<file path="config.mk">
export PLATFORM = sky130hd
export DESIGN_NAME = tdm_lane_remap
export DESIGN_NICKNAME = d
export VERILOG_FILES = /design/src/rtl/tdm_remap_pkg.sv /design/src/rtl/tdm_in_capture.sv /design/src/rtl/tdm_frame_guard.sv /design/src/rtl/tdm_out_drain.sv /design/src/rtl/tdm_lane_remap.sv
export SDC_FILE = /design/constraint.sdc
export NUM_CORES = 1
export LEC_CHECK = 0
export BUFFER_PORTS_ARGS = -buffer_cell sky130_fd_sc_hd__buf_2
export CAP_MARGIN = 20
export CORE_MARGIN = 4
export CORE_UTILIZATION = 61
export CTS_BUF_LIST = sky130_fd_sc_hd__clkbuf_16
export DETAILED_ROUTE_END_ITERATION = 12
export HOLD_SLACK_MARGIN = 0.02
export PLACE_DENSITY = 0.9
export SLEW_MARGIN = 25
export SYNTH_ARGS = -nofsm -noshare
export SYNTH_HDL_FRONTEND = slang
export SYNTH_SLANG_ARGS = --single-unit
export TNS_END_PERCENT = 50
</file>
<file path="constraint.sdc">
create_clock -name clk -period 2.15 [get_ports clk]
set_input_delay 0.3225 -clock clk [delete_from_list [all_inputs] [get_ports clk]]
set_output_delay 0.3225 -clock clk [all_outputs]
set_load 0.005 [all_outputs]
</file>
<file path="src/rtl/tdm_remap_pkg.sv">
package tdm_remap_pkg;

  typedef struct packed {
    logic framing;
    logic overrun;
  } tdm_err_t;

  function automatic int unsigned cnt_width(input int unsigned n);
    return (n > 1) ? $clog2(n) : 1;
  endfunction

endpackage

</file>
<file path="src/rtl/tdm_in_capture.sv">
module tdm_in_capture
  import tdm_remap_pkg::*;
#(
  parameter int unsigned NUM_CH   = 15,
  parameter int unsigned IN_LANES = 1,
  parameter int unsigned DW       = 16
) (
  input  logic                   clk,
  input  logic                   rst,
  input  logic                   in_valid,
  input  logic [IN_LANES*DW-1:0] in_data,
  output logic                   grp_done,
  output logic [NUM_CH*DW-1:0]   grp_data,
  output logic                   frm_break
);

  localparam int unsigned CH_IN = NUM_CH / IN_LANES;
  localparam int unsigned CW    = cnt_width(CH_IN);
  localparam logic [CW-1:0] LAST_POS = CW'(CH_IN - 1);

  logic [CW-1:0] pos;

  // Position inside the current valid run; any idle cycle returns it to zero.
  always_ff @(posedge clk) begin
    if (rst) begin
      pos <= '0;
    end else if (in_valid) begin
      pos <= (pos == LAST_POS) ? '0 : pos + CW'(1);
    end else begin
      pos <= '0;
    end
  end

  assign grp_done  = in_valid && (pos == LAST_POS);
  assign frm_break = !in_valid && (pos != '0);

  // One slot per channel; the cycle that completes a group is forwarded live.
  for (genvar l = 0; l < int'(IN_LANES); l++) begin : g_lane
    for (genvar c = 0; c < int'(CH_IN); c++) begin : g_slot
      localparam int unsigned IDX = l * CH_IN + c;
      logic [DW-1:0] slot;
      logic          hit;

      assign hit = in_valid && (pos == CW'(c));

      always_ff @(posedge clk) begin
        if (rst) begin
          slot <= '0;
        end else if (hit) begin
          slot <= in_data[l*DW +: DW];
        end
      end

      assign grp_data[IDX*DW +: DW] = hit ? in_data[l*DW +: DW] : slot;
    end
  end

endmodule

</file>
<file path="src/rtl/tdm_frame_guard.sv">
module tdm_frame_guard #(
  parameter int unsigned FRAME_LEN = 32
) (
  input  logic clk,
  input  logic rst,
  input  logic grp_done,
  output logic too_soon
);

  localparam int unsigned GW = $clog2(FRAME_LEN + 1);
  localparam logic [GW-1:0] FULL = GW'(FRAME_LEN);

  logic [GW-1:0] gap;

  // Cycles since the last completed group, saturating at one frame.
  always_ff @(posedge clk) begin
    if (rst) begin
      gap <= FULL;
    end else if (grp_done) begin
      gap <= GW'(1);
    end else if (gap < FULL) begin
      gap <= gap + GW'(1);
    end
  end

  assign too_soon = grp_done && (gap < FULL);

endmodule

</file>
<file path="src/rtl/tdm_out_drain.sv">
module tdm_out_drain
  import tdm_remap_pkg::*;
#(
  parameter int unsigned NUM_CH    = 15,
  parameter int unsigned OUT_LANES = 5,
  parameter int unsigned DW        = 16
) (
  input  logic                    clk,
  input  logic                    rst,
  input  logic                    load,
  input  logic [NUM_CH*DW-1:0]    load_data,
  output logic                    out_valid,
  output logic [OUT_LANES*DW-1:0] out_data
);

  localparam int unsigned CH_OUT = NUM_CH / OUT_LANES;
  localparam int unsigned OCW    = cnt_width(CH_OUT);
  localparam logic [OCW-1:0] LAST_STEP = OCW'(CH_OUT - 1);

  logic [NUM_CH*DW-1:0] hold;
  logic [OCW-1:0]       step;
  logic                 active;

  always_ff @(posedge clk) begin
    if (rst) begin
      hold   <= '0;
      step   <= '0;
      active <= 1'b0;
    end else if (load) begin
      hold   <= load_data;
      step   <= '0;
      active <= 1'b1;
    end else if (active) begin
      if (step == LAST_STEP) begin
        active <= 1'b0;
        step   <= '0;
      end else begin
        step <= step + OCW'(1);
      end
    end
  end

  assign out_valid = active;

  for (genvar k = 0; k < int'(OUT_LANES); k++) begin : g_olane
    logic [DW-1:0] word;
    assign word = hold[(k * int'(CH_OUT) + int'(step)) * int'(DW) +: DW];
    assign out_data[k*DW +: DW] = active ? word : '0;
  end

endmodule

</file>
<file path="src/rtl/tdm_lane_remap.sv">
module tdm_lane_remap
  import tdm_remap_pkg::*;
#(
  parameter int unsigned NUM_CH    = 15,
  parameter int unsigned IN_LANES  = 1,
  parameter int unsigned OUT_LANES = 5,
  parameter int unsigned FRAME_LEN = 32,
  parameter int unsigned DW        = 16
) (
  input  logic                    clk,
  input  logic                    rst,
  input  logic                    in_valid,
  input  logic [IN_LANES*DW-1:0]  in_data,
  output logic                    out_valid,
  output logic [OUT_LANES*DW-1:0] out_data,
  output logic                    err_framing,
  output logic                    err_overrun
);

  localparam int unsigned CH_IN  = NUM_CH / IN_LANES;
  localparam int unsigned CH_OUT = NUM_CH / OUT_LANES;

  if ((CH_IN * IN_LANES != NUM_CH) || (CH_OUT * OUT_LANES != NUM_CH)) begin : g_bad_split
    $error("channel count must divide evenly over both lane counts");
  end
  if ((CH_IN > FRAME_LEN) || (CH_OUT > FRAME_LEN)) begin : g_bad_frame
    $error("a lane cannot carry more channels than the frame has cycles");
  end

  logic                 grp_done;
  logic                 frm_break;
  logic                 too_soon;
  logic [NUM_CH*DW-1:0] grp_data;
  tdm_err_t             err_q;

  tdm_in_capture #(
    .NUM_CH  (NUM_CH),
    .IN_LANES(IN_LANES),
    .DW      (DW)
  ) u_capture (
    .clk      (clk),
    .rst      (rst),
    .in_valid (in_valid),
    .in_data  (in_data),
    .grp_done (grp_done),
    .grp_data (grp_data),
    .frm_break(frm_break)
  );

  tdm_frame_guard #(
    .FRAME_LEN(FRAME_LEN)
  ) u_guard (
    .clk     (clk),
    .rst     (rst),
    .grp_done(grp_done),
    .too_soon(too_soon)
  );

  tdm_out_drain #(
    .NUM_CH   (NUM_CH),
    .OUT_LANES(OUT_LANES),
    .DW       (DW)
  ) u_drain (
    .clk      (clk),
    .rst      (rst),
    .load     (grp_done),
    .load_data(grp_data),
    .out_valid(out_valid),
    .out_data (out_data)
  );

  always_ff @(posedge clk) begin
    if (rst) begin
      err_q <= '0;
    end else begin
      if (frm_break) err_q.framing <= 1'b1;
      if (too_soon)  err_q.overrun <= 1'b1;
    end
  end

  assign err_framing = err_q.framing;
  assign err_overrun = err_q.overrun;

endmodule

</file>
==> impl_metrics.toml <==
[job]
cap_violations = 0

[synth]
syn_avg_cell_area_um2 = 10.1
yosys.area_share.simple_pct = 14.8
synth_top_area_share_pct = 49.3
synth.area.mux_share_pct = 18.2
syn_nets = 1958
synth_compound_area_share_pct = 12.0
synth_most_common_cell = "dfxtp_1"
ys_ff_latch = 479
yosys_warnings = 0
async_reset_ff_share_pct = 0
synth_area_leaders = "dfxtp_1, mux2i_1, nor2_1"
synth_edf_count = 0
synthXorXnorAreaFrac_pct = 0.270
ys_seq_area_share_pct = 49.3
ys_types = 38
synth-adder-area-share_pct = 0.321
ys.flop_type = "dfxtp_1"
syn_inst = 1934
netlist_area_mm2 = 0.0195
synth_common_cells = "dfxtp_1, nor2_1, mux2i_1"
synth_area_leader_cell = "dfxtp_1"
synth_top_family_by_area = "multiplexers"

[floorplan]
ios = 102
die_area_mm2 = 0.0348
std_cell_rows = 65
die_h_um = 187
core_mm2 = 0.0315
fp.dieW_um = 187
initial_core_util_pct = 61.8

[layout]
utilization_pct = 71.4
ff_latch_area_mm2 = 0.00960
multiInputGateArea_mm2 = 0.00902
area_growth_pct = 15.5
fin_nets = 1982
layout-drive-gt1-share_pct = 21.0
n_fill_cell = 1855

[route]
ant_nets = 0
vias = 15600
drt-initial-drc-count = 1998
viasPerCell = 6.50
drc = 0
wl_per_cell_um = 23.8
firstDrtPassIters = 6
routed_wl_mm = 57.0

[pwr]
cellLeakagePower_nw = 8.65
ir_drop_v = 0.000651
p_per_area_mw_per_mm2 = 778

[worst_setup_path]
cp.arrival_ns = 2.15
crit_path_end_kind = "primary output"
r2r_start = "u_capture.pos[0]$_SDFF_PP0_"
cp-start-kind = "flop"
crit_path_max_fanout = 7
required_ns = 1.83
r2r_cells = 6
rrSetupSlack_ns = 0.04
critPathKind = "reg2out"
timing.rr.end = "u_drain.hold[228]$_SDFFE_PP0P_"

[grt]
grt_max_degree = 121
grt_pass1_wl_mm = 86.0
antenna_found_initial = 3
gr-usage-met1_pct = 38.7
use_met3_pct = 5.89
grt_usage_pct = 30.4
top_usage_layer = "met2"
grt_pass1_vias = 15500
grt_overflow = 0
use_met2_pct = 50.3

[clock_network]
clk_path_buf_depth = 3
clk_latency_ns = 0.57
numCtsBuffers = 46
cts_tree = "built"
htreeDepth = 2
hold_buffers = 0
cts.sinks = 479
path_clk_slew_ns = 0.07
clockRootBuffer = "clkbuf_16"

[hold_path]
whs_path_depth = 2
whs_endpoint = "u_capture.g_lane[0].g_slot[12].slot[1]$_SDFF_PP0_"
worstHoldStart = "rst"
hp-class = "in2reg"

[outcome]
violations = "negative setup slack"
status = "finished with violations"

[timing]
finClkSkew_ns = 0.0252
max_slew_margin_pct = 61.1
tightest_slew_ns = 0.584
period_share_pct = 115
finalCriticalPeriod_ns = 2.47
fmax_ghz = 0.405
tns_ns = -16.77
setup_viol = 80
drv_slew = 0
layout_setup_ws_ns = -0.321
hold_violations = 0
rsz0062_at_grt = "yes"

[placement]
gp_congestion = 0.821
numPortBuffers = 101
place_worst_setup_slack_ns = 0.144
place_hpwl_mm = 31.6
==> cells by family after synthesis <==
group,Yosys count
AND/OR/NAND/NOR,678
buffers and inverters,195
multiplexers,273
flip-flops,479
XOR/XNOR,6
adder cells (fa/ha/maj),5
AO/OA/AOI/OAI,298
==> report_power, final <==
part | internal (mW) | total (mW) | leakage (nW) | switching [mW]
Combinational | 0.127 | 0.513 | 4.03 | 0.386
Clock | 4.57 | 8.05 | 0.757 | 3.48
Sequential | 8.91 | 8.92 | 3.86 | 0.0157
Total | 13.6 | 17.5 | 8.65 | 3.88
==> layout make-up <==
cell class	instances	area share, %
inverters	7	0.117
repair buffers	164	8.23
clock inverters	38	1.35
flip-flops and latches	479	42.7
clock buffers	47	5.23
diodes	1	0.0111
well taps	402	2.24
multi-input cells	1260	40.1
==> critical path, cell delays in order (launching register included) <==
cell       delay, ns
dfxtp_4         0.39
buf_12          0.15
clkbuf_16       0.17
mux4_2          0.58
and2_4          0.20
buf_6           0.11
==> metrics by stage <==
stage | hold WS [ns] | cells | cell area (um^2) | power (mW)
after floorplan | 0.432 | 1934 | 19500 | 9.42
after CTS | 0.0869 | 2395 | 22100 | 17.4
after global placement | 0.436 | 2298 | 20200 | 9.59
final | 0.0927 | 2398 | 22500 | 17.5
after global routing | 0.104 | 2397 | 22500 | 17.9
after detailed placement | 0.444 | 2298 | 20200 | 9.61
==> state kept, by name (all words and copies together) (netlist names) <==
signal and cells:
u_guard.gap 6, u_capture.pos 4, err_overrun 1, u_capture.g_lane.g_slot.slot 224, u_drain.step 2, err_framing 1, u_drain.hold 240, u_drain.out_valid 1
==> repair_timing <==
item | in CTS | in global routing
setup buffers | 8 | 1
setup endpoints to repair | 80 | 107
pin swaps | 10 | 6
gates cloned | 4 | 2
resized for setup | 50 | 80
==> routing by layer <==
layer / part of all wire (%) / wire length, um / up-vias
li1: - / - / 6746
met1: 37 / 21300 / 7525
met2: 46 / 26400 / 1029
met3: 9.8 / 5610 / 284
met4: 6.5 / 3700 / 4
met5: 0.042 / 24 / -
==> how the worst max path moves through the flow <==
stage | from | endpoint | cells past startpoint
3_3_place_gp | u_drain.step[0]$_SDFFE_PP0P_ | out_data[47] | 4
2_1_floorplan | u_drain.step[0]$_SDFFE_PP0P_ | out_data[48] | 4
5_1_grt | u_drain.step[0]$_SDFFE_PP0P_ | out_data[55] | 5
3_5_place_dp | u_capture.pos[0]$_SDFF_PP0_ | u_drain.hold[117]$_SDFFE_PP0P_ | 6
4_1_cts | u_drain.step[0]$_SDFFE_PP0P_ | out_data[42] | 5
6_report | u_drain.step[0]$_SDFFE_PP0P_ | out_data[55] | 5
==> placed cells by master, fill, tap and decap left out, drive strengths merged <==
master / netlist / layout
clkbuf: 95 / 49
a211oi: 192 / 192
nor3: 6 / 6
and2: 64 / 64
bufinv: 0 / 5
or3b: 1 / 1
and4b: 2 / 2
o21bai: 1 / 1
nor2: 406 / 406
mux2i: 209 / 209
dfxtp: 479 / 479
clkinv: 1 / 24
nand3: 1 / 1
xor2: 4 / 4
o22a: 16 / 16
nand2: 176 / 176
mux4: 64 / 64
xnor2: 2 / 2
a31oi: 1 / 1
a311o: 1 / 1
buf: 93 / 162
and3: 1 / 1
nand4: 3 / 3
and3b: 1 / 1
nor3b: 1 / 1
and4bb: 4 / 4
ha: 5 / 5
nand4b: 10 / 10
nor2b: 1 / 1
diode: 0 / 1
inv: 6 / 15
a21oi: 86 / 86
o21ai: 1 / 1
clkinvlp: 0 / 1
and4: 1 / 1
Power figures use the tool's default switching activity.
